--- src/rtl/sclk_gen.sv ---
module sclk_gen #(
  parameter int CW = 8
) (
  input  logic          clk,
  input  logic          rst_n,
  input  logic          en,
  input  logic [19:0]   timing,
  input  logic [CW-1:0] nbits,
  output logic          sck,
  output logic          shift_stb,
  output logic          sample_stb,
  output logic          busy,
  output logic          done
);

  localparam int FW = 4;

  logic [FW-1:0] per_q, rise_q, fall_q, capt_q, pos;
  logic [CW-1:0] rem;
  logic          run, stopping, sck_q, shift_q, capt_stb_q, done_q;

  wire [FW-1:0] per_in   = timing[3:0];
  wire [FW-1:0] per_eff  = (per_in < FW'(2)) ? FW'(2) : per_in;
  wire          stop_now = stopping | ~en;
  wire          fall_hit = run & ~stop_now & (pos == fall_q);
  wire          rise_hit = run & (pos == rise_q);
  wire          finish   = rise_hit & stop_now;
  wire          start    = ~run & en & (nbits != '0);
  wire          wrap     = (pos == per_q - FW'(1));

  always_ff @(posedge clk or negedge rst_n) begin
    if (!rst_n) begin
      run        <= 1'b0;
      stopping   <= 1'b0;
      pos        <= '0;
      rem        <= '0;
      per_q      <= FW'(2);
      rise_q     <= '0;
      fall_q     <= '0;
      capt_q     <= '0;
      sck_q      <= 1'b1;
      shift_q    <= 1'b0;
      capt_stb_q <= 1'b0;
      done_q     <= 1'b0;
    end else begin
      shift_q    <= fall_hit;
      capt_stb_q <= run & (pos == capt_q);
      done_q     <= finish;
      if (start) begin
        run      <= 1'b1;
        stopping <= 1'b0;
        pos      <= '0;
        rem      <= nbits;
        per_q    <= per_eff;
        rise_q   <= timing[11:8];
        fall_q   <= timing[15:12];
        capt_q   <= timing[19:16];
      end else if (run) begin
        pos <= wrap ? '0 : pos + FW'(1);
        if (fall_hit) begin
          sck_q <= 1'b0;
          rem   <= rem - CW'(1);
          if (rem == CW'(1)) stopping <= 1'b1;
        end
        if (rise_hit) sck_q <= 1'b1;
        if (!en) stopping <= 1'b1;
        if (finish) run <= 1'b0;
      end
    end
  end

  assign sck        = sck_q;
  assign shift_stb  = shift_q;
  assign sample_stb = capt_stb_q;
  assign busy       = run;
  assign done       = done_q;

endmodule

--- config.mk ---
export PLATFORM = sky130hd
export DESIGN_NAME = sclk_gen
export DESIGN_NICKNAME = d
export VERILOG_FILES = /design/src/rtl/sclk_gen.sv
export SDC_FILE = /design/constraint.sdc
export NUM_CORES = 1
export LEC_CHECK = 0
export BUFFER_PORTS_ARGS = -buffer_cell sky130_fd_sc_hd__buf_2
export CAP_MARGIN = 10
export CORE_ASPECT_RATIO = 1.4
export CORE_MARGIN = 4
export CORE_UTILIZATION = 40
export CTS_BUF_LIST = sky130_fd_sc_hd__clkbuf_2
export CTS_CLUSTER_SIZE = 20
export DETAILED_ROUTE_END_ITERATION = 12
export HOLD_SLACK_MARGIN = 0.03
export PLACE_DENSITY_LB_ADDON = 0.3
export SYNTH_ARGS = -nofsm -noshare
export SYNTH_HDL_FRONTEND = slang
export SYNTH_SLANG_ARGS = --single-unit
export TNS_END_PERCENT = 10
--- constraint.sdc ---
create_clock -name clk -period 2.5 [get_ports clk]
set_input_delay 0 -clock clk [delete_from_list [all_inputs] [get_ports clk]]
set_output_delay 0 -clock clk [all_outputs]
set_load 0.1 [all_outputs]
[Yosys cells after proc, flatten, opt, wreduce, memory -nomap -nowiden]
Cells that the tools add are included.
Word-level totals
  memory bits (writable): 0
  logic and storage cells: 59
  bits in latches: 0
  register bits: 34
  bits in read-only memories: 0
  memories kept: 0
  input port bits: 31
Operators by class
  multipliers: 0
  equality and inequality tests: 7
  divide/modulo/power cells: 0
  shift-type cells: 0
  bitwise logic cells: 12
  reductions and logical operators: 7
  $lt $le $gt $ge: 1
  add/sub/neg operators: 3
  mux-type cells: 17
Operators with widths (count)
  $mux W8: 3
  $eq A4 B4 Y1: 4
  $mux W4: 4
  $mux W1: 10
  $eq A8 B1 Y1 const B: 1
  $reduce_bool A8 Y1: 1
  $sub A8 B1 Y8 const B: 1
  $and A1 B1 Y1: 7
  $ne A3 B1 Y1 const B: 2
  $reduce_and A3 Y1: 2
  $reduce_bool A2 Y1: 3
  $add A4 B1 Y4 const B: 1
  $lt A4 B2 Y1 const B: 1
  $not A1 Y1: 4
  $sub A4 B1 Y4 const B: 1
  $reduce_and A2 Y1: 1
  $or A1 B1 Y1: 1

[Longest topological paths before layout]
Gate-level depths: netlist of run 1.
  depth after elaboration: 9
  mapped depth: 8

[Least setup slack after synthesis of run 1]
Ideal clock, no wire load.
  path type: register to register
  from: reg run (netlist: busy)
  to: reg rem[7]
  arrival time: 2293 ps
  cell stages (with the launch flop): 8
  period minus slack after synthesis: 2419 ps
  required time: 2374 ps
  path slack: 81 ps
  cells stage by stage: dfrtp_1 -> buf_2 -> nand3_1 -> or2_1 -> buf_6 -> inv_8 -> mux2_4 -> a221o_1
RTL lines
  start, declared: RTL line 20  | logic run, stopping, sck_q, shift_q, capt_stb_q, done_q;
  start signal, assigned: RTL line 33  | run <= 1'b0;
  start signal, assigned: RTL line 50  | run <= 1'b1;
  start signal, assigned: RTL line 67  | if (finish) run <= 1'b0;
  $and A1 B1 Y1 (2 in a row): RTL line 25  | wire fall_hit = run & ~stop_now & (pos == fall_q);
  net fall_hit: RTL line 25
  $reduce_bool A2 Y1 (no line)
  $reduce_and A2 Y1 (no line)
  end signal, assigned: RTL line 53  | rem <= nbits;
  end signal, assigned: RTL line 62  | rem <= rem - CW'(1);
  end, declared: RTL line 19  | logic [CW-1:0] rem;
The timed path passes the listed nets, and every way through them passes these cells.
A chain may end at the register's enable or synchronous reset.

[Final worst setup path of run 1]
  from: reg run (netlist: busy)
  to: reg per_q[0]
Between the ends
  longest elaborated chain between the ends: 3
RTL lines
  $not A1 Y1: RTL line 28  | wire start = ~run & en & (nbits != '0);
  $and A1 B1 Y1 (2 in a row): RTL line 28
  end signal, assigned: RTL line 54  | per_q <= per_eff;
  end, declared: RTL line 18  | logic [FW-1:0] per_q, rise_q, fall_q, capt_q, pos;
No other way between the ends.

==> results of run 1 <==
==> path summary, 6_finish.rpt <==
kind / end / slack [ns] / depth (start not counted)
max in group asynchronous: shift_stb / 1.84 / 2
worst min-delay path: rem[1] / 0.19 / 2
worst max register to register: per_q[0] / 0.25 / 6
min in group clk: fall_q[3] / 0.36 / 3
worst min register to register: sck / 0.48 / 2
worst max-delay path: per_q[0] / 0.25 / 6
==> logic make-up (layout without fill, tap and decap cells) <==
logic type               count (synthesis)  in the layout  synth area share
AND/OR/NAND/NOR                         50             50             0.141
adder cells (fa/ha/maj)                  4              4            0.0279
XOR/XNOR                                19             19             0.101
multiplexers                            16             16             0.102
flip-flops                              34             34             0.476
AO/OA/AOI/OAI                           24             24            0.0999
buffers and inverters                   15             79            0.0524
==> layout make-up <==
| cell class | count | area (um2) | share of cell area |
|---|---|---|---|
| Inverter | 6 | 30.0 | 0.0127 |
| Multi-Input combinational cell | 113 | 845 | 0.356 |
| Timing Repair Buffer | 65 | 478 | 0.202 |
| Tap cell | 60 | 75.1 | 0.0317 |
| Sequential cell | 34 | 853 | 0.360 |
| Clock buffer | 5 | 25.0 | 0.0106 |
| Clock inverter | 3 | 63.8 | 0.0269 |
==> sequential cells by signal, summed over array words and instances (netlist names) <==
name	cells
fall_q	4
shift_stb	1
capt_q	4
busy	1
pos	4
sck	1
per_q	4
sample_stb	1
stopping	1
done	1
rem	8
rise_q	4
==> worst max-delay path: stages, from the launching register on <==
cell and delay, ns:
dfrtp_1 0.45, nor2b_1 0.20, a21boi_4 0.55, buf_4 0.25
o311ai_0 0.11, dlygate4sd3_1 0.56, o21ai_0 0.06
==> power by group through the flow <==
stage          Sequential [uW]  Clock (uW)  Combinational, uW
2_1_floorplan             1150           0                872
3_3_place_gp              1030           0               1220
3_5_place_dp              1030           0               1240
4_1_cts                   1020         474               1280
5_1_grt                   1060         493               1400
6_report                  1020         460               1260
==> per-layer routing <==
layer / track usage / up-vias
li1: - / 701
met1: 0.156 / 656
met2: 0.280 / 32
met3: 0.0310 / 4
met4: 0.0635 / 0
met5: 0 / -
==> cells in the mapped netlist <==
cell,count
dfrtp_1,32
mux2_2,14
nand2_1,14
xnor2_1,10
o21ai_0,9
nand3_1,8
xor2_1,8
nor2_1,7
nor3_1,7
buf_4,5
inv_1,5
o211ai_1,5
ha_1,4
a221o_1,3
nor4_1,3
buf_2,2
dfstp_2,2
nor2b_1,2
o311ai_0,2
a211oi_1,1
a21boi_4,1
a21o_1,1
a22o_1,1
and2_1,1
buf_6,1
clkbuf_2,1
inv_8,1
mux2_4,1
mux2i_1,1
nand3b_1,1
nand4b_1,1
nor2_2,1
nor3b_1,1
o22ai_1,1
or2_1,1
or3_1,1
or3_2,1
or4_4,1
xnor3_1,1
==> stage by stage <==
step	hold WS [ns]	total power (uW)	cell area, um2
finish	0.187	2740	2370
global route	0.255	2950	2370
CTS	0.200	2770	2370
detailed placement	0.113	2270	2010
global placement	0.118	2250	2010
floorplan	-0.296	2030	1790
==> results.ini, run 1 <==
[status]
outcome=finished clean

[clock_tree]
root_buffer=clkbuf_2
path_clk_slew_ns=0.19
cts_resized=0
cts_tree=done
clock-sinks=34
htree_levels=2
cts_made_buffers=5
clock_latency_ns=0.38
cts_setup_buffers=0
clk_path_buf_depth=2
cts_hold_buf=27

[detailed_routing]
drc=0
avgRoutedWirePerCell_um=12.9
drt_iter0_drc=51
vias_per_cell=4.87
vias=1393
firstDrtPassIters=4
top_layer=met4
wl_met1_um=1510
met3RoutedLength_um=149
finalWirelength_um=3700
dr_wl_met2_um=1990
ant_nets=0

[finish]
n_fill_cell=406
fin_cells=286
post-route-util=0.554
area_growth_pct=32.3
nNetsFinal=260
layout_common_cells=dfrtp_1 (32), buf_2 (31), dlygate4sd3_1 (27)
layout_commonest_cell=dfrtp_1
drive_above_1_share=0.296
diodes=0

[sta]
worst_slew_pin_slew_ns=0.739
slew_headroom=0.508
rsz0062_at_grt=no
report.final.slew_viol_count=0
tns_ns=0
finalClockSkew_ns=0.0115
fin_crit_sh=0.900
max_freq_ghz=0.444
setup_viol=0
final_hold_viol_count=0
period_needed_ns=2.25
setup_ws_ns=0.250

[pwr]
power_density_mw_per_mm2=1160
power_switching_uw=1070
clkPwrFrac=0.168
irDropWorstVdd_mv=0.597
leakagePower_uw=0.00104
power.internal_uw=1680
p_comb_frac=0.460
power.share.sequential=0.372
switching_share=0.389

[worst_setup_path]
r2r_start=busy
crit_start=busy
worstPathArrival_ns=2.57
worstPathRequired_ns=2.82
crit_fanout=18
crit_type=register to register
end_kind=register
cp-start-kind=register

[grt]
grt_use_total=0.148
grt_antenna_before_repair=0
grt_max_degree=35
grt_pass1_vias=1484
grt_pass1_wl_um=6340
overflow=0

[placement]
place_congestion=0.801
post-place-ws_ns=0.428
place_hpwl_um=2480
placed_cells=251
portBuffers=31

[floorplanning]
start_util=0.419
die_w_um=64.6
io_pins=36
die-height_um=87.2
coreArea_mm2=0.00427
dieArea_mm2=0.00563
row_count=28

[job]
max_cap_violations=0

[synthesis]
ys_types=39
netlist.top_cell.by_area=dfrtp_1
synth_top_area_frac=0.447
syn_inst=162
synth_area_leaders=dfrtp_1 (45%), mux2_2 (8.8%), xnor2_1 (4.9%), xor2_1 (3.9%), dfstp_2 (2.9%)
ys_ff_latch=34
ys_warn_count=0
synthesis.area_mm2=0.00179
syn-mean-instance-area_um2=11.1
syn-num-nets=197
synth-seq-area-share=0.476

[hold_path]
hp-class=input pin to asynchronous set/reset pin

Note: power is estimated with default switching activity, not from simulation.
==> run 2: changes to the inputs <==
Settings changed: PLACE_DENSITY_LB_ADDON 0.3 to default.
==> run 2 against run 1 <==
Effect of this change: clock skew down 0.00071 ns; register-to-register slack better by 0.13 ns; sequential power about the same; critical path type is now input pin to register; first-iteration DRC count down 9.8%; largest cell class unchanged; sequential cell count unchanged; die area unchanged; count of clock-buffer cells in the layout up 2; highest routed layer unchanged; critical endpoint unchanged; via count about the same.
==> results.ini, run 2 (synthesis gave the netlist of run 1 again) <==
[finish]
diodes=0  ; unchanged
post-route-util=0.549  ; was 0.554
top_register=rem  ; unchanged
largest_reg_flops=8  ; unchanged
drive_above_1_share=0.301  ; was 0.296
layout.area.seq_um2=853  ; unchanged
n_fill_cell=411  ; was 406
layout_commonest_cell=dfrtp_1  ; unchanged
nNetsFinal=260  ; unchanged
layout_common_cells=dfrtp_1 (32), buf_2 (31), dlygate4sd3_1 (27)  ; unchanged
multi_input_area_um2=845  ; unchanged
area_growth_pct=30.9  ; was 32.3%

[sta]
slew_headroom=0.496  ; was 0.508
rsz0062_at_grt=no  ; unchanged
final_hold_viol_count=0  ; unchanged
max_freq_ghz=0.439  ; was 0.444 GHz
tns_ns=0  ; unchanged
finalClockSkew_ns=0.0108  ; was 0.0115 ns
report.final.slew_viol_count=0  ; unchanged
period_needed_ns=2.28  ; was 2.25 ns
setup_viol=0  ; unchanged
worst_slew_pin_slew_ns=0.756  ; was 0.739 ns
setup_ws_ns=0.222  ; was 0.250 ns
fin_crit_sh=0.911  ; was 0.900

[floorplanning]
dieArea_mm2=0.00563  ; unchanged
start_util=0.419  ; unchanged
io_pins=36  ; unchanged
row_count=28  ; unchanged
die-height_um=87.2  ; unchanged
coreArea_mm2=0.00427  ; unchanged
die_w_um=64.6  ; unchanged

[worst_setup_path]
ff2ff_path_depth=6  ; unchanged
cp.depth=8  ; was 6
worstPathRequired_ns=2.75  ; was 2.82 ns
worstPathArrival_ns=2.53  ; was 2.57 ns
crit_top_cell=dlygate4sd3_1
crit_family=buffers and inverters  ; unchanged
crit_type=input pin to register  ; was register to register
path_buf_inv=4  ; was 2
slowest_delay_ns=0.63  ; was 0.56 ns
path_cells=dlygate4sd3_1 -> buf_2 -> nor4_1 -> a21boi_4 -> buf_4 -> o311ai_0 -> dlygate4sd3_1 -> o21ai_0  ; was nor2b_1 -> a21boi_4 -> buf_4 -> o311ai_0 -> dlygate4sd3_1 -> o21ai_0
end_kind=register  ; unchanged
r2r_start=busy  ; unchanged
cpMaxStageDelayCell=nor4_1  ; was dlygate4sd3_1
cp-start-kind=input pin  ; was register
reg2reg_slack_ns=0.38  ; was 0.25 ns
r2r_end=per_q[0]  ; unchanged
crit_fanout=18  ; unchanged

[detailed_routing]
vias=1394  ; was 1393
drc=0  ; unchanged
finalWirelength_um=3730  ; was 3700 um
vias_per_cell=4.87  ; about the same
drt_iter0_drc=46  ; was 51
ant_nets=0  ; unchanged
firstDrtPassIters=4  ; unchanged
avgRoutedWirePerCell_um=13.1  ; was 12.9 um

[status]
outcome=finished clean  ; unchanged

[grt]
grt_pass1_vias=1505  ; was 1484
grt_pass1_wl_um=6550  ; was 6340 um
grt_max_degree=35  ; unchanged
grt_antenna_before_repair=0  ; unchanged
grt_use_total=0.152  ; was 0.148
overflow=0  ; unchanged

[clock_tree]
cts_resized=0  ; unchanged
cts_setup_buffers=0  ; unchanged
root_buffer=clkbuf_2  ; unchanged
clock_latency_ns=0.36  ; was 0.38 ns
path_clk_slew_ns=0.17  ; was 0.19 ns
cts_tree=done  ; unchanged
htree_levels=2  ; unchanged
cts_made_buffers=5  ; unchanged
clock-sinks=34  ; unchanged
cts_hold_buf=27  ; unchanged
clk_path_buf_depth=2  ; unchanged

[placement]
place_congestion=0.810  ; was 0.801
portBuffers=31  ; unchanged
post-place-ws_ns=0.431  ; was 0.428 ns
place_hpwl_um=2770  ; was 2480 um

[job]
max_cap_violations=0  ; unchanged

[pwr]
irDropWorstVdd_mv=0.544  ; was 0.597 mV
p_comb_frac=0.487  ; was 0.460
power_switching_uw=1060  ; was 1070 uW
power.internal_uw=1590  ; was 1680 uW
switching_share=0.399  ; was 0.389
clkPwrFrac=0.133  ; was 0.168
power_density_mw_per_mm2=1130  ; was 1160 mW/mm2
power.share.sequential=0.380  ; was 0.372
leakagePower_uw=0.00103  ; was 0.00104 uW

[hold_path]
hp-class=input pin to asynchronous set/reset pin  ; unchanged

run 2: final cells by class:
| type | count | share of cell area |
|---|---|---|
| Clock inverter | 1 | 0.0128 |
| Inverter | 6 | 0.0128 |
| Sequential cell | 34 | 0.364 |
| Clock buffer | 7 | 0.0149 |
| Timing Repair Buffer | 65 | 0.204 |
| Tap cell | 60 | 0.0320 |
| Multi-Input combinational cell | 113 | 0.360 |
run 2: worst max path at each step:
stage                to  slack (ns)      from
2_1_floorplan    rem[7]        0.08      busy
3_3_place_gp     pos[2]        0.44  per_q[1]
3_5_place_dp     pos[2]        0.43  per_q[1]
4_1_cts        per_q[0]        0.22  nbits[2]
5_1_grt        per_q[0]        0.14  nbits[2]
6_report       per_q[0]        0.22  nbits[2]
run 2: per-stage QoR:
step | cell area, um2 | hold WS, ns | power, uW | cells
2_1_floorplan | 1790 | -0.296 | 2030 | 162
3_3_place_gp | 2010 | 0.116 | 2260 | 251
3_5_place_dp | 2010 | 0.122 | 2300 | 251
4_1_cts | 2350 | 0.233 | 2690 | 286
5_1_grt | 2350 | 0.255 | 2880 | 286
6_report | 2350 | 0.218 | 2650 | 286
run 2: power by group through the flow:
stage          clock network, uW  registers [uW]  logic [uW]
2_1_floorplan                  0            1150         872
3_3_place_gp                   0            1010        1240
3_5_place_dp                   0            1020        1270
4_1_cts                      373            1010        1310
5_1_grt                      393            1050        1430
6_report                     353            1010        1290
run 2: per-layer routing:
layer  up-vias  global-route usage  part of all wire
met1       661               0.155              0.39
met5         -                   0                 0
met4         0              0.0558             0.015
met3         5              0.0388             0.046
met2        29               0.291              0.54
li1        699                   -                 -
==> run 3: changes to the inputs <==
Settings changed: ABC_AREA from default to 1.
==> run 3 against run 2 <==
Effect of this change: die area increased by 5.7%; worst setup slack improved by 0.35 ns; clock power decreased by 27%; largest cell class is now multi-input combinational cells; maximum frequency increased by 18%.
==> results.ini, run 3 <==
[status]
outcome=finished clean  ; unchanged

[finish]
nNetsFinal=341  ; was 260
drive_above_1_share=0.195  ; was 0.301
area_growth_pct=27.5  ; was 30.9%
layout_commonest_cell=nand2_1  ; was dfrtp_1
n_fill_cell=462  ; was 411
diodes=0  ; unchanged
layout.area.seq_um2=853  ; unchanged
largest_reg_flops=8  ; unchanged
top_register=rem  ; unchanged
multi_input_area_um2=918  ; was 845 um2
layout_common_cells=nand2_1 (86), dfrtp_1 (32), buf_2 (31)  ; was dfrtp_1 (32), buf_2 (31), dlygate4sd3_1 (27)

[synthesis]
ys_ff_latch=34  ; unchanged
syn-num-nets=279  ; was 197
ys_warn_count=0  ; unchanged
synthFlopType=dfrtp_1  ; unchanged
synthesis.area_mm2=0.00191  ; was 0.00179 mm2
netlist_top_cells_count=nand2_1 (86), dfrtp_1 (32), nor2_1 (22)  ; was dfrtp_1 (32), mux2_2 (14), nand2_1 (14)
synth-seq-area-share=0.448  ; was 0.476
synth_area_leaders=dfrtp_1 (42%), nand2_1 (17%), nand3_1 (5.3%), nor2_1 (4.3%), nand3_2 (4.2%)  ; was dfrtp_1 (45%), mux2_2 (8.8%), xnor2_1 (4.9%), xor2_1 (3.9%), dfstp_2 (2.9%)
ys_types=27  ; was 39
syn_inst=244  ; was 162
synth_edf_count=0  ; unchanged
netlist.top_cell.by_area=dfrtp_1  ; unchanged
async_reset_ff_frac=1.00  ; unchanged
syn-mean-instance-area_um2=7.81  ; was 11.1 um2
synth_top_area_frac=0.420  ; was 0.447
synth.most_common_cell=nand2_1  ; was dfrtp_1

[worst_setup_path]
crit_type=register to register  ; was input pin to register
ff2ff_path_depth=6  ; unchanged
cp-start-kind=register  ; was input pin
r2r_start=busy  ; unchanged
worstPathRequired_ns=2.81  ; was 2.75 ns
worstPathArrival_ns=2.24  ; was 2.53 ns
end_kind=register  ; unchanged
crit_start=busy  ; was nbits[2]
r2r_end=per_q[0]  ; unchanged
crit_fanout=21  ; was 18
reg2reg_slack_ns=0.57  ; was 0.38 ns

[sta]
slew_headroom=0.490  ; was 0.496
tns_ns=0  ; unchanged
setup_viol=0  ; unchanged
worst_slew_pin_slew_ns=0.765  ; was 0.756 ns
period_needed_ns=1.93  ; was 2.28 ns
fin_crit_sh=0.770  ; was 0.911
rsz0062_at_grt=no  ; unchanged
worst_hold_slack_ns=0.206  ; was 0.218 ns
final_hold_viol_count=0  ; unchanged
max_freq_ghz=0.519  ; was 0.439 GHz
report.final.slew_viol_count=0  ; unchanged
finalClockSkew_ns=0.0161  ; was 0.0108 ns

[clock_tree]
clock_latency_ns=0.37  ; was 0.36 ns
path_clk_slew_ns=0.18  ; was 0.17 ns
cts_made_buffers=5  ; unchanged
cts_setup_buffers=0  ; unchanged
clk_path_buf_depth=2  ; unchanged
root_buffer=clkbuf_2  ; unchanged
clock-sinks=34  ; unchanged
cts_hold_buf=28  ; was 27
cts_resized=0  ; unchanged
htree_levels=2  ; unchanged
cts_tree=done  ; unchanged

[floorplanning]
io_pins=36  ; unchanged
die-height_um=89.7  ; was 87.2 um
start_util=0.417  ; was 0.419
row_count=29  ; was 28
die_w_um=66.3  ; was 64.6 um
coreArea_mm2=0.00457  ; was 0.00427 mm2
dieArea_mm2=0.00595  ; was 0.00563 mm2

[detailed_routing]
drt_iter0_drc=52  ; was 46
firstDrtPassIters=4  ; unchanged
drc=0  ; unchanged
avgRoutedWirePerCell_um=11.6  ; was 13.1 um
ant_nets=0  ; unchanged
vias_per_cell=4.58  ; was 4.87
vias=1689  ; was 1394
finalWirelength_um=4270  ; was 3730 um

[grt]
overflow=0  ; unchanged
grt_antenna_before_repair=0  ; unchanged
grt_pass1_vias=1678  ; was 1505
grt_max_degree=35  ; unchanged
grt_pass1_wl_um=7360  ; was 6550 um
grt_use_total=0.164  ; was 0.152

[pwr]
power_density_mw_per_mm2=1100  ; was 1130 mW/mm2
irDropWorstVdd_mv=0.593  ; was 0.544 mV
power.total_uw=2660  ; was 2650 uW
leakagePower_uw=0.00126  ; was 0.00103 uW

[placement]
place_congestion=0.851  ; was 0.810
portBuffers=31  ; unchanged
place_hpwl_um=2990  ; was 2770 um

[hold_path]
hp-class=input pin to asynchronous set/reset pin  ; unchanged

[job]
max_cap_violations=0  ; unchanged

-- run 3: cell types whose count changed in the layout (fill, tap and decap cells not counted), sizes merged, moves of 15 or more --
| cell | delta |
|---|---|
| nand2 | +73 |
| nand3 | +21 |
| nor2 | +17 |
| inv | +16 |
| mux2 | -15 |
-- run 3: kinds of logic after synthesis --
logic type      count (synthesis)  share of synthesized area
simple gates                  148                      0.357
xor+xnor                       11                     0.0506
compound gates                 18                     0.0486
fa+ha+maj                       4                     0.0263
buf+inv                        29                     0.0703
flops                          34                      0.448
-- run 3: layout make-up --
cell class,count,share of cell area
multi-input cells,181,0.378
flip-flops and latches,34,0.351
repair buffers,61,0.185
inverters,23,0.0376
well taps,62,0.0319
clock buffers,6,0.0124
clock inverters,2,0.00360
-- run 3: layer usage --
| layer | up-vias | wire [um] | track usage |
|---|---|---|---|
| li1 | 893 | - | - |
| met1 | 769 | 1800 | 0.193 |
| met2 | 22 | 2320 | 0.292 |
| met3 | 5 | 102 | 0.0311 |
| met4 | 0 | 52 | 0.0684 |
| met5 | - | 0 | 0 |
-- run 3: where the power goes --
group          total, uW  switching [uW]  internal [uW]
Combinational       1370             873            493
Sequential          1040             231            810
Clock                258             189           68.9
-- run 3: critical path, cell delays in order (launching register included) --
cell and delay, ns:
dfrtp_1 0.55, nor2_2 0.21, nand2_2 0.08, inv_2 0.26, nand3_1 0.11, dlygate4sd3_1 0.58
o21ai_0 0.08
-- run 3: how the worst max path moves through the flow --
stage / slack (ns) / cells after the start / to
after floorplan: 0.62 / 7 / rem[4]
after global routing: 0.37 / 6 / per_q[0]
after global placement: 0.98 / 6 / rem[6]
final: 0.57 / 6 / per_q[0]
after CTS: 0.58 / 6 / per_q[0]
after detailed placement: 0.96 / 8 / pos[2]
-- run 3: metrics by stage --
step,utilization,instances,cell area [um2],setup WS [ns]
6_report,0.531,369,2430,0.574
5_1_grt,0.531,369,2430,0.366
4_1_cts,0.531,369,2430,0.581
3_5_place_dp,0.462,333,2110,0.959
3_3_place_gp,0.462,333,2110,0.984
2_1_floorplan,-,244,1910,0.621
